### config.mk
export PLATFORM = sky130hd
export DESIGN_NAME = nand_cmd_frontend
export DESIGN_NICKNAME = d
export VERILOG_FILES = /design/src/rtl/nand_fe_pkg.sv /design/src/rtl/nand_bus_sampler.sv /design/src/rtl/nand_addr_collect.sv /design/src/rtl/nand_cmd_fsm.sv /design/src/rtl/nand_cmd_frontend.sv
export SDC_FILE = /design/constraint.sdc
export NUM_CORES = 1
export LEC_CHECK = 0
export BUFFER_PORTS_ARGS = -buffer_cell sky130_fd_sc_hd__buf_2
export CAP_MARGIN = 25
export CORE_MARGIN = 2
export CORE_UTILIZATION = 30
export DETAILED_ROUTE_END_ITERATION = 8
export PLACE_DENSITY_LB_ADDON = 0.3
export SLEW_MARGIN = 20
export SYNTH_ARGS = -nofsm -noshare
export SYNTH_HDL_FRONTEND = slang
export SYNTH_SLANG_ARGS = --single-unit
export TNS_END_PERCENT = 30
### constraint.sdc
create_clock -name clk -period 2.72 [get_ports clk]
set_input_delay 0.272 -clock clk [delete_from_list [all_inputs] [get_ports clk]]
set_output_delay 0.272 -clock clk [all_outputs]
set_load 0.02 [all_outputs]
### src/rtl/nand_fe_pkg.sv
package nand_fe_pkg;

    localparam int IO_W       = 8;
    localparam int COL_W      = 10;
    localparam int ROW_W      = 15;
    localparam int ROW_HI_W   = ROW_W - IO_W;
    localparam int BLK_LOG2   = 5;
    localparam int HALF_OFS   = 256;
    localparam int MAIN_BYTES = 512;
    localparam int SPARE_W    = 4;
    localparam int PAGE_BYTES = MAIN_BYTES + (1 << SPARE_W);

    localparam logic [IO_W-1:0] CODE_PTR_LOW   = 8'h00;
    localparam logic [IO_W-1:0] CODE_PTR_HIGH  = 8'h01;
    localparam logic [IO_W-1:0] CODE_PTR_SPARE = 8'h50;
    localparam logic [IO_W-1:0] CODE_PROG_SET  = 8'h80;
    localparam logic [IO_W-1:0] CODE_PROG_GO   = 8'h10;
    localparam logic [IO_W-1:0] CODE_ERASE_SET = 8'h60;
    localparam logic [IO_W-1:0] CODE_ERASE_GO  = 8'hD0;
    localparam logic [IO_W-1:0] CODE_STATUS    = 8'h70;
    localparam logic [IO_W-1:0] CODE_IDENT     = 8'h90;
    localparam logic [IO_W-1:0] CODE_RESET     = 8'hFF;

    typedef enum logic [1:0] {
        BEAT_CMD  = 2'd0,
        BEAT_ADDR = 2'd1,
        BEAT_DATA = 2'd2
    } beat_kind_e;

    typedef struct packed {
        logic            vld;
        beat_kind_e      kind;
        logic [IO_W-1:0] val;
    } beat_t;

    typedef enum logic [2:0] {
        OP_READ    = 3'd0,
        OP_PROGRAM = 3'd1,
        OP_ERASE   = 3'd2,
        OP_STATUS  = 3'd3,
        OP_IDENT   = 3'd4,
        OP_RESET   = 3'd5
    } op_kind_e;

    typedef enum logic [1:0] {
        REG_LOW   = 2'd0,
        REG_HIGH  = 2'd1,
        REG_SPARE = 2'd2
    } region_e;

    typedef struct packed {
        op_kind_e         kind;
        logic [COL_W-1:0] col;
        logic [ROW_W-1:0] row;
    } op_t;

    function automatic logic [COL_W-1:0] start_col(region_e r, logic [IO_W-1:0] c);
        case (r)
            REG_HIGH:  return COL_W'(HALF_OFS) + COL_W'(c);
            REG_SPARE: return COL_W'(MAIN_BYTES) + COL_W'(c[SPARE_W-1:0]);
            default:   return COL_W'(c);
        endcase
    endfunction

    function automatic logic [ROW_W-1:0] block_base(logic [ROW_W-1:0] r);
        return {r[ROW_W-1:BLK_LOG2], BLK_LOG2'(0)};
    endfunction

    function automatic logic busy_ok(logic [IO_W-1:0] code);
        return (code == CODE_RESET) || (code == CODE_STATUS);
    endfunction

endpackage

### src/rtl/nand_bus_sampler.sv
module nand_bus_sampler
    import nand_fe_pkg::*;
(
    input  logic            clk,
    input  logic            rst,
    input  logic            ce_n,
    input  logic            we_n,
    input  logic            cle,
    input  logic            ale,
    input  logic [IO_W-1:0] io_in,
    output beat_t           beat
);

    logic we_q;
    logic edge_hit;

    assign edge_hit = we_n && !we_q && !ce_n;

    always_ff @(posedge clk) begin
        if (rst) begin
            we_q <= 1'b1;
            beat <= '0;
        end else begin
            we_q     <= we_n;
            beat.val <= io_in;
            beat.vld <= 1'b0;
            beat.kind <= BEAT_DATA;
            if (edge_hit) begin
                unique case ({cle, ale})
                    2'b10: begin beat.vld <= 1'b1; beat.kind <= BEAT_CMD;  end
                    2'b01: begin beat.vld <= 1'b1; beat.kind <= BEAT_ADDR; end
                    2'b00: begin beat.vld <= 1'b1; beat.kind <= BEAT_DATA; end
                    default: beat.vld <= 1'b0;
                endcase
            end
        end
    end

    // a write-enable pulse yields at most one beat, never two in a row
    assert_beat_spacing_R1: assert property (@(posedge clk) disable iff (rst)
        beat.vld |=> !beat.vld);

endmodule

### src/rtl/nand_addr_collect.sv
module nand_addr_collect
    import nand_fe_pkg::*;
(
    input  logic             clk,
    input  logic             rst,
    input  logic             clear,
    input  logic             row_only,
    input  logic             take,
    input  logic [IO_W-1:0]  val,
    output logic [IO_W-1:0]  col_byte,
    output logic [ROW_W-1:0] row,
    output logic [1:0]       cnt
);

    logic [IO_W-1:0]     col_q;
    logic [IO_W-1:0]     rlo_q;
    logic [ROW_HI_W-1:0] rhi_q;

    always_ff @(posedge clk) begin
        if (rst) begin
            col_q <= '0;
            rlo_q <= '0;
            rhi_q <= '0;
            cnt   <= 2'd0;
        end else if (clear) begin
            cnt <= row_only ? 2'd1 : 2'd0;
            if (row_only) col_q <= '0;
        end else if (take) begin
            case (cnt)
                2'd0:    col_q <= val;
                2'd1:    rlo_q <= val;
                2'd2:    rhi_q <= val[ROW_HI_W-1:0];
                default: ;
            endcase
            if (cnt != 2'd3) cnt <= cnt + 2'd1;
        end
    end

    assign col_byte = col_q;
    assign row      = {rhi_q, rlo_q};

endmodule

### src/rtl/nand_cmd_fsm.sv
module nand_cmd_fsm
    import nand_fe_pkg::*;
(
    input  logic             clk,
    input  logic             rst,
    input  beat_t            beat,
    input  logic             busy,
    input  logic             spare_en_n,
    input  logic [IO_W-1:0]  col_byte,
    input  logic [ROW_W-1:0] row,
    input  logic [1:0]       cnt,
    output logic             clear,
    output logic             row_only,
    output logic             take,
    output logic             op_vld_q,
    output op_t              op_q,
    output logic             din_vld_q,
    output logic [IO_W-1:0]  din_q
);

    typedef enum logic [2:0] {
        S_IDLE, S_RD_ADDR, S_RD_FIRE, S_PG_ADDR, S_PG_DATA, S_ER_ADDR, S_ER_WAIT
    } state_e;

    state_e  state_q, state_nxt;
    region_e region_q, region_nxt;
    logic    op_set, din_set;
    op_t     op_nxt;
    logic    is_cmd, cmd_ok, is_addr, is_data;

    assign is_cmd  = beat.vld && (beat.kind == BEAT_CMD);
    assign cmd_ok  = is_cmd && (!busy || busy_ok(beat.val));
    assign is_addr = beat.vld && (beat.kind == BEAT_ADDR) && !busy;
    assign is_data = beat.vld && (beat.kind == BEAT_DATA) && !busy;

    always_comb begin
        state_nxt  = state_q;
        region_nxt = region_q;
        op_set     = 1'b0;
        op_nxt     = '{kind: OP_READ, col: '0, row: '0};
        din_set    = 1'b0;
        clear      = 1'b0;
        row_only   = 1'b0;
        take       = 1'b0;
        if (state_q == S_RD_FIRE) begin
            op_set     = 1'b1;
            op_nxt     = '{kind: OP_READ, col: start_col(region_q, col_byte), row: row};
            if (region_q == REG_HIGH) region_nxt = REG_LOW;
            state_nxt  = S_IDLE;
        end else if (cmd_ok) begin
            state_nxt = S_IDLE;
            case (beat.val)
                CODE_PTR_LOW: begin
                    region_nxt = REG_LOW;  clear = 1'b1; state_nxt = S_RD_ADDR;
                end
                CODE_PTR_HIGH: begin
                    region_nxt = REG_HIGH; clear = 1'b1; state_nxt = S_RD_ADDR;
                end
                CODE_PTR_SPARE: begin
                    if (!spare_en_n) begin
                        region_nxt = REG_SPARE; clear = 1'b1; state_nxt = S_RD_ADDR;
                    end else begin
                        state_nxt = state_q;
                    end
                end
                CODE_PROG_SET: begin
                    clear = 1'b1; state_nxt = S_PG_ADDR;
                end
                CODE_PROG_GO: begin
                    if (state_q == S_PG_DATA) begin
                        op_set = 1'b1;
                        op_nxt = '{kind: OP_PROGRAM, col: start_col(region_q, col_byte), row: row};
                        if (region_q == REG_HIGH) region_nxt = REG_LOW;
                    end
                end
                CODE_ERASE_SET: begin
                    clear = 1'b1; row_only = 1'b1; state_nxt = S_ER_ADDR;
                end
                CODE_ERASE_GO: begin
                    if (state_q == S_ER_WAIT) begin
                        op_set = 1'b1;
                        op_nxt = '{kind: OP_ERASE, col: '0, row: block_base(row)};
                    end
                end
                CODE_STATUS: begin
                    op_set = 1'b1; op_nxt.kind = OP_STATUS;
                end
                CODE_IDENT: begin
                    op_set = 1'b1; op_nxt.kind = OP_IDENT;
                end
                CODE_RESET: begin
                    op_set = 1'b1; op_nxt.kind = OP_RESET; region_nxt = REG_LOW;
                end
                default: ;
            endcase
        end else if (is_addr) begin
            case (state_q)
                S_RD_ADDR, S_PG_ADDR, S_ER_ADDR: begin
                    take = 1'b1;
                    if (cnt == 2'd2) begin
                        case (state_q)
                            S_RD_ADDR: state_nxt = S_RD_FIRE;
                            S_PG_ADDR: state_nxt = S_PG_DATA;
                            default:   state_nxt = S_ER_WAIT;
                        endcase
                    end
                end
                default: ;
            endcase
        end else if (is_data && state_q == S_PG_DATA) begin
            din_set = 1'b1;
        end
    end

    always_ff @(posedge clk) begin
        if (rst) begin
            state_q   <= S_IDLE;
            region_q  <= REG_LOW;
            op_vld_q  <= 1'b0;
            op_q      <= '{kind: OP_READ, col: '0, row: '0};
            din_vld_q <= 1'b0;
            din_q     <= '0;
        end else begin
            state_q   <= state_nxt;
            region_q  <= region_nxt;
            op_vld_q  <= op_set;
            din_vld_q <= din_set;
            if (op_set)  op_q  <= op_nxt;
            if (din_set) din_q <= beat.val;
        end
    end

    // a blocked command during busy never produces a request
    assert_busy_filter_R5: assert property (@(posedge clk) disable iff (rst)
        (is_cmd && busy && !busy_ok(beat.val)) |=> !op_vld_q);

    // the second-half pointer is gone once its read has been issued
    assert_high_falls_back_R6: assert property (@(posedge clk) disable iff (rst)
        (op_vld_q && op_q.kind == OP_READ) |-> region_q != REG_HIGH);

    // no start column lies outside the page register
    assert_col_in_page_R7: assert property (@(posedge clk) disable iff (rst)
        op_vld_q |-> op_q.col < COL_W'(PAGE_BYTES));

    // erase requests are block aligned and carry column zero
    assert_erase_aligned_R8: assert property (@(posedge clk) disable iff (rst)
        (op_vld_q && op_q.kind == OP_ERASE) |-> (op_q.row[BLK_LOG2-1:0] == '0 && op_q.col == '0));

    // data pass-through only during the program data phase
    assert_din_in_program_R4: assert property (@(posedge clk) disable iff (rst)
        din_vld_q |-> (state_q == S_PG_DATA || state_q == S_IDLE));

endmodule

### src/rtl/nand_cmd_frontend.sv
module nand_cmd_frontend
    import nand_fe_pkg::*;
(
    input  logic             clk,
    input  logic             rst,
    input  logic             ce_n,
    input  logic             we_n,
    input  logic             cle,
    input  logic             ale,
    input  logic [IO_W-1:0]  io_in,
    input  logic             busy,
    input  logic             spare_en_n,
    output logic             op_valid,
    output logic [2:0]       op_kind,
    output logic [COL_W-1:0] op_col,
    output logic [ROW_W-1:0] op_row,
    output logic             din_valid,
    output logic [IO_W-1:0]  din_byte
);

    beat_t            beat;
    logic             clear, row_only, take;
    logic [IO_W-1:0]  col_byte;
    logic [ROW_W-1:0] row;
    logic [1:0]       cnt;
    op_t              op;

    nand_bus_sampler u_sampler (
        .clk(clk), .rst(rst), .ce_n(ce_n), .we_n(we_n),
        .cle(cle), .ale(ale), .io_in(io_in), .beat(beat)
    );

    nand_addr_collect u_addr (
        .clk(clk), .rst(rst), .clear(clear), .row_only(row_only),
        .take(take), .val(beat.val), .col_byte(col_byte), .row(row), .cnt(cnt)
    );

    nand_cmd_fsm u_fsm (
        .clk(clk), .rst(rst), .beat(beat), .busy(busy), .spare_en_n(spare_en_n),
        .col_byte(col_byte), .row(row), .cnt(cnt),
        .clear(clear), .row_only(row_only), .take(take),
        .op_vld_q(op_valid), .op_q(op), .din_vld_q(din_valid), .din_q(din_byte)
    );

    assign op_kind = op.kind;
    assign op_col  = op.col;
    assign op_row  = op.row;

endmodule

==> run_results.csv <==
group,metric,value,unit
die,die-area,12200,um2
die,pin_count,54,
synthesis,synth_commonest_cells,"80 x dfxtp_1, 33 x nor2_1, 25 x a21oi_1, 25 x nand2_1, 20 x clkbuf_1",
synthesis,synth_edf_count,0,
global_route,grt_pass1_wl,14000,um
place,globalplace.congestion,0.903,
critical_path,crit_arrival,2.63,ns
die,start_util,0.311,
sta,setup_tns,0,ns
critical_path,cp_top_family,"simple AND/OR/NAND/NOR gates",
global_route,grt-ovfl-total,0,
clock_tree,cts.clk_slew.worst_paths,0.06,ns
global_route,grt_use_met2,0.219,
critical_path,worstReg2RegEnd,"u_fsm.op_q[13]",
clock_tree,cts_sinks,80,
min_path,hold_class,"primary input to flip-flop",
routing,via_per_inst,5.02,
min_path,whs_endpoint,"u_sampler.we_q",
sta,fin_skew,0.00662,ns
cells_and_area,fin_nets,432,
critical_path,rr_startpoint,"u_sampler.beat[1]",
min_path,min_from,"we_n",
clock_tree,ctsResizeCount,0,
synthesis,yosys.area.top_type,"dfxtp_1",
power,p_seq_frac,0.502,
clock_tree,clkLatencyLatePin,0.33,ns
global_route,antenna_found_initial,0,
sta,hold_viol_final,0,
synthesis,yosysUniqueCellTypes,58,
critical_path,start_kind,"flip-flop",
sta,fin_crit,2.35,ns
outcome,status,"completed",
power,p_total,0.00240,W
critical_path,worst-path-max-fanout,10,
sta,rsz0062_at_grt,"no",
power,p_per_area,589,nW/um2
cells_and_area,final_util,0.372,
routing,routed_wl,8390,um
critical_path,critPathMaxStageDelay,0.65,ns
sta,relSlewSlack,0.574,
cells_and_area,diodes,0,
synthesis,async_flop_share,0,
power,pwr-share-clk,0.455,
min_path,hold_path_depth,2,
critical_path,worstPathRequired,3.00,ns
global_route,busiest_layer,"met2",
synthesis,synth.area.top_cells,"dfxtp_1 47%, a22o_1 4.6%, a21oi_1 3.7%, ha_1 3.7%, nor2_1 3.6%",
synthesis,ys_seq_elements,80,
global_route,grt_start_max_net_pins,31,
routing,drt_first_pass_iters,4,
clock_tree,cts_buffers,9,
place,port_buffers,53,
critical_path,endpoint_kind,"flip-flop",
die,row_count,38,
synthesis,yosysSeqAreaShare,0.471,
critical_path,crit_chain,"or4_4, nor2_4, o211ai_2, a2111o_1, nand2_1, a22o_1",
power,power_frac_comb,0.042,
global_route,grt.met3_usage,0.0379,
synthesis,syn_avg_cell_area,9.47,um2
power,switchingPower,0.000561,W
global_route,grt_pass1_vias,2725,
die,chipHeight,110,um
critical_path,critPathKind,"flip-flop to flip-flop",
cells_and_area,area_growth,19.8,%
sta,finalCritPeriodShare,0.865,
sta,fmax,425,MHz
global_route,grt_use_met1,0.184,
routing,ant_nets,0,
synthesis,synth_fp_nets,385,
place,dp_slack,0.397,ns
power,switching_share,0.234,
power,p_leak,1.65,nW
clock_tree,cts_root_buffer,"clkbuf_16",
clock_tree,clk_path_buf_depth,2,
synthesis,syn-cell-area,3400,um2
sta,setup_ws,0.366,ns
sta,setup_viol,0,
global_route,track_usage,0.141,
power,ir_drop,0.000301,V
sta,worstMarginPinSlew,0.639,ns
synthesis,ys.warnings.count,0,
clock_tree,cts_tree,"done",
routing,drc_errors,0,
die,core_area,10900,um2
cells_and_area,drive_above_1_share,0.243,
critical_path,crit_buf_inv,0,
clock_tree,hold_buffers,0,
synthesis,synthCells,359,
clock_tree,post-cts-setup-buffer-count,0,
critical_path,reg2reg_depth,6,
synthesis,synth_top_area_share,0.471,
critical_path,worst-r2r-setup-slack,0.37,ns
clock_tree,htree_levels,3,
die,chipWidth,110,um
sta,drv_slew,0,
routing,vias,2767,
routing,drt_iter0_markers,228,
synthesis,ys.flop_type,"dfxtp_1",
critical_path,slowest_stage,"or4_4",
place,hpwl,5970,um
power,p_int,0.00184,W
routing,wire_per_inst,15.2,um
synthesis,synth.most_common_cell,"dfxtp_1",
flow_run,maxCapViolations,0,
[power groups by stage]
stage	clock network (W)	logic [W]	registers, W
5_1_grt	0.00118	0.000113	0.00121
3_5_place_dp	0	0.000102	0.00123
6_report	0.00109	0.000102	0.00121
2_1_floorplan	0	0.0000867	0.00121
4_1_cts	0.00112	0.000102	0.00120
3_3_place_gp	0	0.000101	0.00123
[final cells by class]
cell class / instances / area (um2)
clock buffer: 10 / 229
clock inverter: 6 / 43.8
fill: 1144 / 6860
inverter: 8 / 30.0
multi-input combinational: 242 / 1620
sequential: 80 / 1600
tap: 140 / 175
timing repair buffer: 65 / 368
[placed cells by master (no fill, tap or decap), types with 2 or more instances in the layout]
cell type	synthesis	routed
a2111o_1	2	2
a2111oi_2	1	2
a211oi_1	5	5
a21oi_1	25	25
a22o_1	18	18
a22o_2	3	3
a22oi_1	8	8
a31oi_1	2	2
a32o_1	4	4
and3_1	2	2
and4_1	2	2
buf_2	2	53
buf_4	1	11
clkbuf_16	0	9
clkinvlp_4	0	4
dfxtp_1	80	80
ha_1	10	10
inv_1	8	8
mux2i_1	11	11
nand2_1	25	25
nand2b_1	6	6
nand3_1	18	18
nand4_1	2	2
nor2_1	33	33
nor2_4	3	3
nor2b_1	10	10
nor3_1	12	12
nor4_1	3	3
o211ai_1	2	2
o21ai_0	4	4
or2_2	4	4
or3b_2	2	2
xnor2_1	2	2
[worst max-delay path by stage]
stage,startpoint,endpoint,slack [ns],depth (start not counted)
3_5_place_dp,u_sampler.beat[1],u_fsm.op_q[13],0.40,6
6_report,u_sampler.beat[1],u_fsm.op_q[13],0.37,6
2_1_floorplan,u_sampler.beat[1],u_fsm.op_q[0],0.47,9
5_1_grt,u_sampler.beat[6],u_fsm.op_q[22],0.25,7
3_3_place_gp,u_sampler.beat[1],u_fsm.op_q[16],0.43,6
4_1_cts,u_sampler.beat[1],u_fsm.op_q[13],0.38,6
[registers in the layout, indices dropped and copies added (netlist names)]
register         flops
u_sampler.beat      11
u_fsm.op_vld_q       1
u_fsm.region_q       2
u_addr.rhi_q         7
u_fsm.din_q          8
u_addr.cnt           2
u_sampler.we_q       1
u_fsm.din_vld_q      1
u_fsm.op_q          28
u_fsm.state_q        3
u_addr.col_byte      8
u_addr.rlo_q         8
[worst reg2reg max path, stage by stage, from the launching register on]
cell and delay [ns]:
dfxtp_1 0.46, or4_4 0.66, nor2_4 0.16, o211ai_2 0.13, a2111o_1 0.42, nand2_1 0.29
a22o_1 0.18
[metrics by stage]
stage                     instances  hold slack (ns)  area, um2
after global routing            551            0.152       4070
after floorplan                 359            0.376       3400
after CTS                       551            0.131       4070
after global placement          535            0.433       3800
final                           551            0.140       4070
after detailed placement        535            0.445       3800
[cells by family (layout without fill, tap and decap cells)]
kind of cell / count (synthesis) / in the layout / synth area share
AOI/OAI and AO/OA: 87 / 87 / 0.199
adders and majority gates: 10 / 10 / 0.0368
buffers and inverters: 37 / 89 / 0.0527
muxes: 11 / 11 / 0.0324
xor gates and xnor gates: 2 / 2 / 0.00516
and+or+nand+nor: 132 / 132 / 0.203
DFF: 80 / 80 / 0.471
[layer usage]
metal  vias to the layer above  wire (um)
li1                       1382          -
met4                         0        172
met1                      1286       3940
met3                        11        476
met5                         -          0
met2                        88       3790
(Power assumes the default switching activity.)
